$ cat config.mk
export PLATFORM = sky130hd
export DESIGN_NAME = dish_tone_tx
export DESIGN_NICKNAME = d
export VERILOG_FILES = /design/src/rtl/dish_tone_pkg.sv /design/src/rtl/dish_tone_div.sv /design/src/rtl/dish_tone_store.sv /design/src/rtl/dish_tone_seq.sv /design/src/rtl/dish_tone_tx.sv
export SDC_FILE = /design/constraint.sdc
export NUM_CORES = 1
export LEC_CHECK = 0
export ABC_AREA = 1
export CAP_MARGIN = 10
export CORE_ASPECT_RATIO = 1.4
export CORE_MARGIN = 3
export CORE_UTILIZATION = 54
export DETAILED_ROUTE_END_ITERATION = 16
export PLACE_DENSITY = 0.75
export SYNTH_ARGS = -nofsm -noshare
export SYNTH_HDL_FRONTEND = slang
export SYNTH_SLANG_ARGS = --single-unit
$ cat constraint.sdc
create_clock -name clk -period 1.98 [get_ports clk]
set_input_delay 0.396 -clock clk [delete_from_list [all_inputs] [get_ports clk]]
set_output_delay 0.396 -clock clk [all_outputs]
set_load 0.01 [all_outputs]
$ cat src/rtl/dish_tone_pkg.sv
package dish_tone_pkg;
  localparam int CTL_LEN_LSB   = 0;
  localparam int CTL_ENV_BIT   = 3;
  localparam int CTL_IDLE_BIT  = 4;
  localparam int CTL_START_BIT = 5;
  localparam int BYTE_BITS     = 8;
  localparam int FRAME_BITS    = BYTE_BITS + 1;

  function automatic logic odd_parity(input logic [BYTE_BITS-1:0] d);
    return ~(^d);
  endfunction
endpackage

$ cat src/rtl/dish_tone_div.sv
module dish_tone_div #(
  parameter int HALF_DIV = 4545
) (
  input  logic clk,
  input  logic rst,
  input  logic restart,
  output logic phase,
  output logic tick
);
  localparam int CW = (HALF_DIV > 1) ? $clog2(HALF_DIV) : 1;
  localparam logic [CW-1:0] LAST = CW'(HALF_DIV - 1);

  logic [CW-1:0] cnt;

  always_ff @(posedge clk) begin
    if (rst || restart) begin
      cnt   <= '0;
      phase <= 1'b1;
    end else if (cnt == LAST) begin
      cnt   <= '0;
      phase <= ~phase;
    end else begin
      cnt <= cnt + 1'b1;
    end
  end

  assign tick = (cnt == LAST) && !phase;

  // one tone cycle ends at most once per two clocks
  p_tick_spacing_r4: assert property (@(posedge clk) disable iff (rst)
    tick |=> !tick);
endmodule

$ cat src/rtl/dish_tone_store.sv
module dish_tone_store #(
  parameter int DEPTH = 8,
  parameter int IDX_W = 3
) (
  input  logic             clk,
  input  logic             we,
  input  logic [IDX_W-1:0] waddr,
  input  logic [7:0]       wdata,
  input  logic [IDX_W-1:0] raddr,
  output logic [7:0]       rdata
);
  logic [7:0] mem [DEPTH];

  always_ff @(posedge clk) begin
    if (we) mem[waddr] <= wdata;
    rdata <= mem[raddr];
  end
endmodule

$ cat src/rtl/dish_tone_seq.sv
module dish_tone_seq
  import dish_tone_pkg::*;
#(
  parameter int IDX_W      = 3,
  parameter int BIT_TONES  = 33,
  parameter int ZERO_TONES = 22,
  parameter int ONE_TONES  = 11
) (
  input  logic             clk,
  input  logic             rst,
  input  logic             launch,
  input  logic [IDX_W-1:0] len_m1,
  input  logic             tick,
  input  logic [7:0]       cur_byte,
  output logic [IDX_W-1:0] byte_idx,
  output logic             busy,
  output logic             done,
  output logic             envelope
);
  localparam int TW = $clog2(BIT_TONES);
  localparam logic [TW-1:0] T_LAST = TW'(BIT_TONES - 1);
  localparam logic [TW-1:0] T_ZERO = TW'(ZERO_TONES);
  localparam logic [TW-1:0] T_ONE  = TW'(ONE_TONES);
  localparam logic [3:0]    B_LAST = 4'(FRAME_BITS - 1);

  logic [TW-1:0] tone_cnt;
  logic [3:0]    bit_idx;
  logic          bit_val;

  always_comb begin
    if (bit_idx == B_LAST) bit_val = odd_parity(cur_byte);
    else                   bit_val = cur_byte[3'(7 - bit_idx)];
  end

  assign envelope = busy && (tone_cnt < (bit_val ? T_ONE : T_ZERO));

  always_ff @(posedge clk) begin
    if (rst) begin
      busy     <= 1'b0;
      done     <= 1'b0;
      byte_idx <= '0;
      bit_idx  <= '0;
      tone_cnt <= '0;
    end else begin
      done <= 1'b0;
      if (launch) begin
        busy     <= 1'b1;
        byte_idx <= '0;
        bit_idx  <= '0;
        tone_cnt <= '0;
      end else if (busy && tick) begin
        if (tone_cnt != T_LAST) begin
          tone_cnt <= tone_cnt + 1'b1;
        end else begin
          tone_cnt <= '0;
          if (bit_idx != B_LAST) begin
            bit_idx <= bit_idx + 1'b1;
          end else begin
            bit_idx <= '0;
            if (byte_idx == len_m1) begin
              busy     <= 1'b0;
              done     <= 1'b1;
              byte_idx <= '0;
            end else begin
              byte_idx <= byte_idx + 1'b1;
            end
          end
        end
      end
    end
  end

  // done is a single-clock pulse
  p_done_single_r7: assert property (@(posedge clk) disable iff (rst)
    done |=> !done);
  // busy only falls together with done
  p_busy_fall_done_r7: assert property (@(posedge clk) disable iff (rst)
    $fell(busy) |-> done);
  // tone counter stays inside one bit
  p_tone_range_r3: assert property (@(posedge clk) disable iff (rst)
    tone_cnt <= T_LAST);
  // byte index never passes the programmed count
  p_len_bound_r2: assert property (@(posedge clk) disable iff (rst)
    busy |-> byte_idx <= len_m1);
endmodule

$ cat src/rtl/dish_tone_tx.sv
module dish_tone_tx
  import dish_tone_pkg::*;
#(
  parameter int HALF_DIV   = 4545,
  parameter int BIT_TONES  = 33,
  parameter int ZERO_TONES = 22,
  parameter int ONE_TONES  = 11,
  parameter int MAX_BYTES  = 8,
  parameter int IDX_W      = $clog2(MAX_BYTES),
  parameter int ADDR_W     = IDX_W + 1
) (
  input  logic              clk,
  input  logic              rst,
  input  logic              wr_en,
  input  logic [ADDR_W-1:0] wr_addr,
  input  logic [7:0]        wr_data,
  output logic              busy,
  output logic              done,
  output logic              tone_out
);
  logic             ctl_sel, byte_we, start_req, launch;
  logic [IDX_W-1:0] len_m1, byte_idx;
  logic             env_mode, idle_on;
  logic             phase, tick, envelope;
  logic [7:0]       cur_byte;

  assign ctl_sel   = wr_en && wr_addr[ADDR_W-1];
  assign byte_we   = wr_en && !wr_addr[ADDR_W-1];
  assign start_req = ctl_sel && wr_data[CTL_START_BIT];
  assign launch    = start_req && !busy;

  always_ff @(posedge clk) begin
    if (rst) begin
      len_m1   <= '0;
      env_mode <= 1'b0;
      idle_on  <= 1'b0;
    end else if (ctl_sel && !busy) begin
      len_m1   <= wr_data[CTL_LEN_LSB +: IDX_W];
      env_mode <= wr_data[CTL_ENV_BIT];
      idle_on  <= wr_data[CTL_IDLE_BIT];
    end
  end

  dish_tone_div #(.HALF_DIV(HALF_DIV)) u_div (
    .clk(clk), .rst(rst), .restart(launch), .phase(phase), .tick(tick)
  );

  dish_tone_store #(.DEPTH(MAX_BYTES), .IDX_W(IDX_W)) u_store (
    .clk(clk), .we(byte_we), .waddr(wr_addr[IDX_W-1:0]), .wdata(wr_data),
    .raddr(byte_idx), .rdata(cur_byte)
  );

  dish_tone_seq #(
    .IDX_W(IDX_W), .BIT_TONES(BIT_TONES),
    .ZERO_TONES(ZERO_TONES), .ONE_TONES(ONE_TONES)
  ) u_seq (
    .clk(clk), .rst(rst), .launch(launch),
    .len_m1(wr_data[CTL_LEN_LSB +: IDX_W] & {IDX_W{launch}} | len_m1 & {IDX_W{!launch}}),
    .tick(tick), .cur_byte(cur_byte), .byte_idx(byte_idx),
    .busy(busy), .done(done), .envelope(envelope)
  );

  always_ff @(posedge clk) begin
    if (rst)       tone_out <= 1'b0;
    else if (busy) tone_out <= envelope && (env_mode || phase);
    else           tone_out <= idle_on && (env_mode || phase);
  end

  // idle with tone disabled drives a steady low
  p_idle_low_r8: assert property (@(posedge clk) disable iff (rst)
    (!busy && !idle_on) |=> !tone_out);
  // a start request during a message does not relaunch it
  p_start_ignored_r6: assert property (@(posedge clk) disable iff (rst)
    (busy && start_req && !tick) |=> busy);
endmodule

==> flow_summary.toml, run 1 <==
[run_status]
status = "finished, final reports clean"

[floorplanning]
die_area_um2 = 9970
die_w_um = 85.2
core_um2 = 8340
start_util_pct = 56.9
pin_count = 18
die_h_um = 117
rows = 39

[sta]
slew_headroom_pct = 68.3
hold_viol_final = 0
tightest_slew_ns = 0.475
fin_crit_ns = 1.90
fmax_ghz = 0.526
skew_ns = 0.00700
holdWs_ns = 0.434
setup_viol = 0
period_share_pct = 95.9
slew_violations = 0

[detailed_routing]
dr_total_vias = 3695
ant_nets = 0
vias_per_cell = 5.38
drtIter0Drc = 187
routed_wl_um = 9980
wl_per_cell_um = 14.5
drc_errors = 0
first_pass_iters = 4

[synth]
synthTopCellsByCount = "nor2_1 (106), nand2_1 (93), edfxtp_1 (64)"
ys_types = 29
synth_warnings = 0
yosys-top-cells-area = "edfxtp_1 (40%), dfxtp_1 (18%), nor2_1 (8.4%), nand2_1 (7.4%), o21ai_0 (5.1%)"
ys_async_sr_fraction_pct = 0
netlist.area_leader.share_pct = 40.5
netlist_area_um2 = 4750
synth_flop_cell = "edfxtp_1"
synth_edf_count = 64
synth.ff_latch_count = 107
synth.avg_cell_area_um2 = 9.04
syn-num-nets = 550
seq_area_frac_synth_pct = 58.6
yosys.cell_count.top_type = "nor2_1"
syn_inst = 525
yosys.area.top_type = "edfxtp_1"

[clock_tree]
cts_root_buffer = "clkbuf_16"
clock_latency_ns = 0.34
cts_buffers = 9
cts_tree = "done"
cts.htree.levels = 3
clk_pin_slew_ns = 0.07
postCtsHoldBufs = 0
clock_sinks = 107
cts.path.max_buffers = 2

[grt]
grt_pass1_wl_um = 16000
grt_pass1_vias = 3521
grt_overflow_total = 0
met2_usage_pct = 37.4
antenna_found_initial = 0
grt_start_max_net_pins = 36
met1_usage_pct = 24.2
globalRouteMet3Util_pct = 3.85
busiest_layer = "met2"
grt_usage_pct = 20.6

[hold_path]
hp-class = "reg2reg"
hp-start = "u_div.cnt[0]$_SDFF_PP0_"

[critical_path]
worstPathCellList = "inv_2 -> ha_4 -> a21oi_2 -> nand3_1 -> nand2_1 -> inv_1 -> nand2_2 -> inv_2 -> ha_4 -> a21oi_2 -> nor2_1 -> nor4_1 -> nand2_1 -> a21oi_1"
endpoint_kind = "register"
cp-start-kind = "register"
critical-path-top-delay-family = "simple AND/OR/NAND/NOR gates"
cp_slowest_cell = "dfxtp_2"
max_stage_delay_ns = 0.35
critPathArrivalTime_ns = 2.17
path_class = "reg2reg"
startpoint = "u_seq.bit_idx[1]$_SDFFE_PP0P_"
required_ns = 2.25
worstPathMaxFanout = 2
worstReg2RegStart = "u_seq.bit_idx[1]$_SDFFE_PP0P_"
cp_num_buf_inv = 3

[place]
io_buffers = 17
gp_congestion = 0.808
hpwlAfterDp_um = 7060

[finish]
drive_gt1_share_pct = 19.0
syn_to_final_growth_pct = 20.5
utilization_pct = 68.5
final_nets = 605
diodes = 0

[power]
p_per_area_nw_per_um2 = 782
total_leakage_power_nw = 2.27
max-vdd-ir-drop_mv = 0.908

[job]
cap_violations = 0
==> power breakdown <==
group / internal [mW] / switching [mW] / leakage (nW) / total [mW]
combinational: 0.100 / 0.127 / 1.19 / 0.227
clock: 1.00 / 0.821 / 0.149 / 1.82
sequential: 2.40 / 0.0201 / 0.931 / 2.42
total: 3.50 / 0.969 / 2.27 / 4.47
==> flip-flops by register name (all words and copies together), names as in the netlist, 3 cells and up <==
signal / flops
len_m1: 3
u_div.cnt: 13
u_seq.bit_idx: 4
u_seq.byte_idx: 3
u_seq.tone_cnt: 6
u_store.mem: 64
u_store.rdata: 8
==> worst paths after layout <==
path                        endpoint  slack [ns]  depth (start not counted)
max              tone_out$_SDFF_PP0_        0.08                         14
min          u_div.cnt[0]$_SDFF_PP0_        0.43                          1
max reg2reg      tone_out$_SDFF_PP0_        0.08                         14
min reg2reg  u_div.cnt[0]$_SDFF_PP0_        0.43                          1
==> per-stage QoR <==
stage / power [mW] / cells / area (um2) / setup slack [ns] / TNS (ns)
floorplan: 2.57 / 525 / 4750 / 0.0214 / 0
global placement: 2.68 / 670 / 5280 / -0.0730 / -0.927
detailed placement: 2.69 / 670 / 5280 / -0.132 / -5.16
CTS: 4.48 / 687 / 5630 / 0.00346 / 0
global route: 4.62 / 687 / 5720 / -0.0761 / -0.0761
finish: 4.47 / 687 / 5720 / 0.0802 / 0
==> final cells by class <==
class,count,area [um2]
clock buffer,9,225
fill,600,2630
clock inverter,7,83.8
sequential,107,2800
tap,102,128
multi-input combinational,356,1830
inverter,50,188
timing repair buffer,56,470
==> layout by cell type, fill, tap and decap left out, drive strengths merged <==
| master | n |
|---|---|
| nor2 | 112 |
| nand2 | 95 |
| edfxtp | 64 |
| inv | 52 |
| o21ai | 49 |
| dfxtp | 43 |
| buf | 39 |
| nand3 | 27 |
| a21oi | 18 |
| clkdlybuf4s50 | 17 |
| nor3 | 11 |
| ha | 10 |
| clkbuf | 9 |
| o22ai | 8 |
| a31oi | 8 |
| xor2 | 6 |
| nand4 | 5 |
| nor4 | 3 |
| clkinv | 3 |
| a211oi | 2 |
| or2 | 1 |
| xnor2 | 1 |
| clkinvlp | 1 |
| bufinv | 1 |
==> cells by family (layout without fill, tap and decap cells) <==
group,Yosys count,after routing,share of synthesized area [%]
DFF,107,107,58.6
adders and majority gates,10,10,2.64
AOI/OAI and AO/OA,85,85,9.49
and+or+nand+nor,254,254,23.0
buffers and inverters,62,122,4.96
xor gates and xnor gates,7,7,1.29
==> layer usage <==
layer	routed length, um	up-vias
met1	3960	1741
met5	0	-
met3	414	16
met4	185	0
met2	5420	68
li1	-	1870
==> what timing repair did <==
action | CTS | global route
pin swaps | 6 | 12
buffers inserted | 1 | 0
setup endpoints to repair | 1 | 2
gates resized for setup | 8 | 31
gates cloned | 0 | 0
==> worst reg2reg max path, cell delays in order (launching register included) <==
cell	delay, ns
dfxtp_2	0.35
inv_2	0.05
ha_4	0.16
a21oi_2	0.15
nand3_1	0.10
nand2_1	0.07
inv_1	0.05
nand2_2	0.09
inv_2	0.05
ha_4	0.22
a21oi_2	0.13
nor2_1	0.05
nor4_1	0.16
nand2_1	0.09
a21oi_1	0.12
Power figures use the tool's default switching activity.
==> run 2, diff against run 1 <==
--- a/config.mk
+++ b/config.mk
@@ -12,6 +12,7 @@
 export CORE_UTILIZATION = 54
 export DETAILED_ROUTE_END_ITERATION = 16
 export PLACE_DENSITY = 0.75
+export SKIP_LAST_GASP = 1
 export SYNTH_ARGS = -nofsm -noshare
 export SYNTH_HDL_FRONTEND = slang
 export SYNTH_SLANG_ARGS = --single-unit
==> run 2 against run 1 <==
  * Cell count unchanged
  * Sequential share of layout area about the same
  * Critical endpoint unchanged
  * Largest cell class unchanged
  * First-iteration DRC count decreased by 11%
  * Sequential power about the same
  * Clock power about the same
==> flow_summary.toml, run 2 (synthesis results as in run 1) <==
[sta]
slew_violations = 0
tightest_slew_ns = 0.461
slew_headroom_pct = 69.2
setup_viol = 0
fin_crit_ns = 1.90
hold_viol_final = 0
period_share_pct = 96.0
holdWs_ns = 0.434
setup_tns_ns = 0
skew_ns = 0.00610
rsz0062_at_grt = "yes"
fmax_ghz = 0.526

[clock_tree]
clock_latency_ns = 0.34
cts_buffers = 9
clk_pin_slew_ns = 0.07
cts.path.max_buffers = 2
clock_sinks = 107
cts.htree.levels = 3
cts_root_buffer = "clkbuf_16"
cts_tree = "done"

[critical_path]
critPathArrivalTime_ns = 2.18
path_class = "reg2reg"
cp-start-kind = "register"
required_ns = 2.25
endpoint_kind = "register"
r2r_slack_ns = 0.08
worstPathMaxFanout = 2

[finish]
layout_commonest_cell = "nor2_1"
layout.cells.non_filler = 687
largest_register_ffs = 64
largest_register = "u_store.mem"
top_regs = "u_store.mem x64, u_div.cnt x13, u_store.rdata x8"
layout_common_cells = "nor2_1 (103), nand2_1 (90), edfxtp_1 (64)"
diodes = 0
syn_to_final_growth_pct = 20.4
seqCellArea_um2 = 2800
multi_input_area_um2 = 1820
final_nets = 605
fill_cells = 600
utilization_pct = 68.5
drive_gt1_share_pct = 18.6

[detailed_routing]
drc_errors = 0
drtIter0Drc = 166
routed_wl_um = 9910
wl_per_cell_um = 14.4
dr_total_vias = 3692
ant_nets = 0
first_pass_iters = 5
vias_per_cell = 5.37

[floorplanning]
pin_count = 18
die_h_um = 117
die_area_um2 = 9970
start_util_pct = 56.9
rows = 39
die_w_um = 85.2
core_um2 = 8340

[grt]
grt_overflow_total = 0
grt_pass1_wl_um = 16000
grt_usage_pct = 20.6
grt_pass1_vias = 3521
antenna_found_initial = 0
grt_start_max_net_pins = 36

[hold_path]
hp-class = "reg2reg"

[power]
total_leakage_power_nw = 2.27
swShare_pct = 21.6
combPwrFrac_pct = 5.1
max-vdd-ir-drop_mv = 0.910
clock_power_share_pct = 40.7
p_per_area_nw_per_um2 = 781
p_int_mw = 3.50
p_seq_share_pct = 54.2
switchingPower_uw = 962

[place]
dp.cells = 670
hpwlAfterDp_um = 7060
io_buffers = 17
gp_congestion = 0.808

[run_status]
status = "finished, final reports clean"

[job]
cap_violations = 0
## run 2: changes by cell type in the layout (fill, tap and decap cells not counted)
cell     previous run  this run
dfxtp_1            34        35
dfxtp_2             8         7
inv_1              31        32
inv_2              18        17
nand2_2             4         5
nand2_4             1         0
## run 2: layout make-up
class,count,area share [%]
Tap cell,102,2.23
Multi-Input combinational cell,356,31.9
Clock inverter,7,1.47
Timing Repair Buffer,56,8.23
Inverter,50,3.29
Clock buffer,9,3.94
Sequential cell,107,48.9
## run 2: routing by layer
layer	up-vias	global-route usage [%]	wire [um]
met3	16	3.85	337
met1	1746	24.2	3990
li1	1869	-	-
met5	-	0	0
met4	0	8.03	192
met2	61	37.4	5390
## run 2: final timing paths
check        cells after the start                       to                           from
max reg2reg                     14      tone_out$_SDFF_PP0_  u_seq.bit_idx[0]$_SDFFE_PP0P_
min reg2reg                      1  u_div.cnt[0]$_SDFF_PP0_        u_div.cnt[0]$_SDFF_PP0_
min                              1  u_div.cnt[0]$_SDFF_PP0_        u_div.cnt[0]$_SDFF_PP0_
max                             14      tone_out$_SDFF_PP0_  u_seq.bit_idx[0]$_SDFFE_PP0P_
## run 2: repair_timing
item,4_1_cts,5_1_grt
pin swaps,6,12
buffers inserted,1,0
hold buffers,0,0
setup endpoints to repair,1,2
gates resized for setup,8,28
## run 2: metrics by stage
stage / setup slack, ns / power [mW] / area (um2)
final: 0.0783 / 4.46 / 5710
after CTS: 0.00346 / 4.48 / 5630
after global routing: -0.0797 / 4.62 / 5710
after detailed placement: -0.132 / 2.69 / 5280
after global placement: -0.0730 / 2.68 / 5280
after floorplan: 0.0214 / 2.57 / 4750
## run 2: power by group through the flow
stage               combinational [mW]  sequential (mW)  clock [mW]
floorplan                        0.102             2.47           0
global placement                 0.216             2.47           0
detailed placement               0.222             2.47           0
CTS                              0.224             2.42        1.84
global route                     0.253             2.42        1.95
finish                           0.226             2.42        1.82
## run 2: worst max-delay path: stages, from the launching register on
cell and delay (ns):
dfxtp_2 0.32, inv_1 0.07, ha_4 0.17, a21oi_2 0.15
nand3_1 0.10, nand2_1 0.07, inv_1 0.05, nand2_2 0.09
inv_2 0.05, ha_4 0.22, a21oi_2 0.13, nor2_1 0.05
nor4_1 0.16, nand2_1 0.09, a21oi_1 0.12
==> run 3, diff against run 2 <==
--- a/config.mk
+++ b/config.mk
@@ -10,6 +10,7 @@
 export CORE_ASPECT_RATIO = 1.4
 export CORE_MARGIN = 3
 export CORE_UTILIZATION = 54
+export CTS_CLUSTER_DIAMETER = 120
 export DETAILED_ROUTE_END_ITERATION = 16
 export PLACE_DENSITY = 0.75
 export SKIP_LAST_GASP = 1
==> results of run 3 <==
Final layout, timing and power as in run 2 (identical DEF).
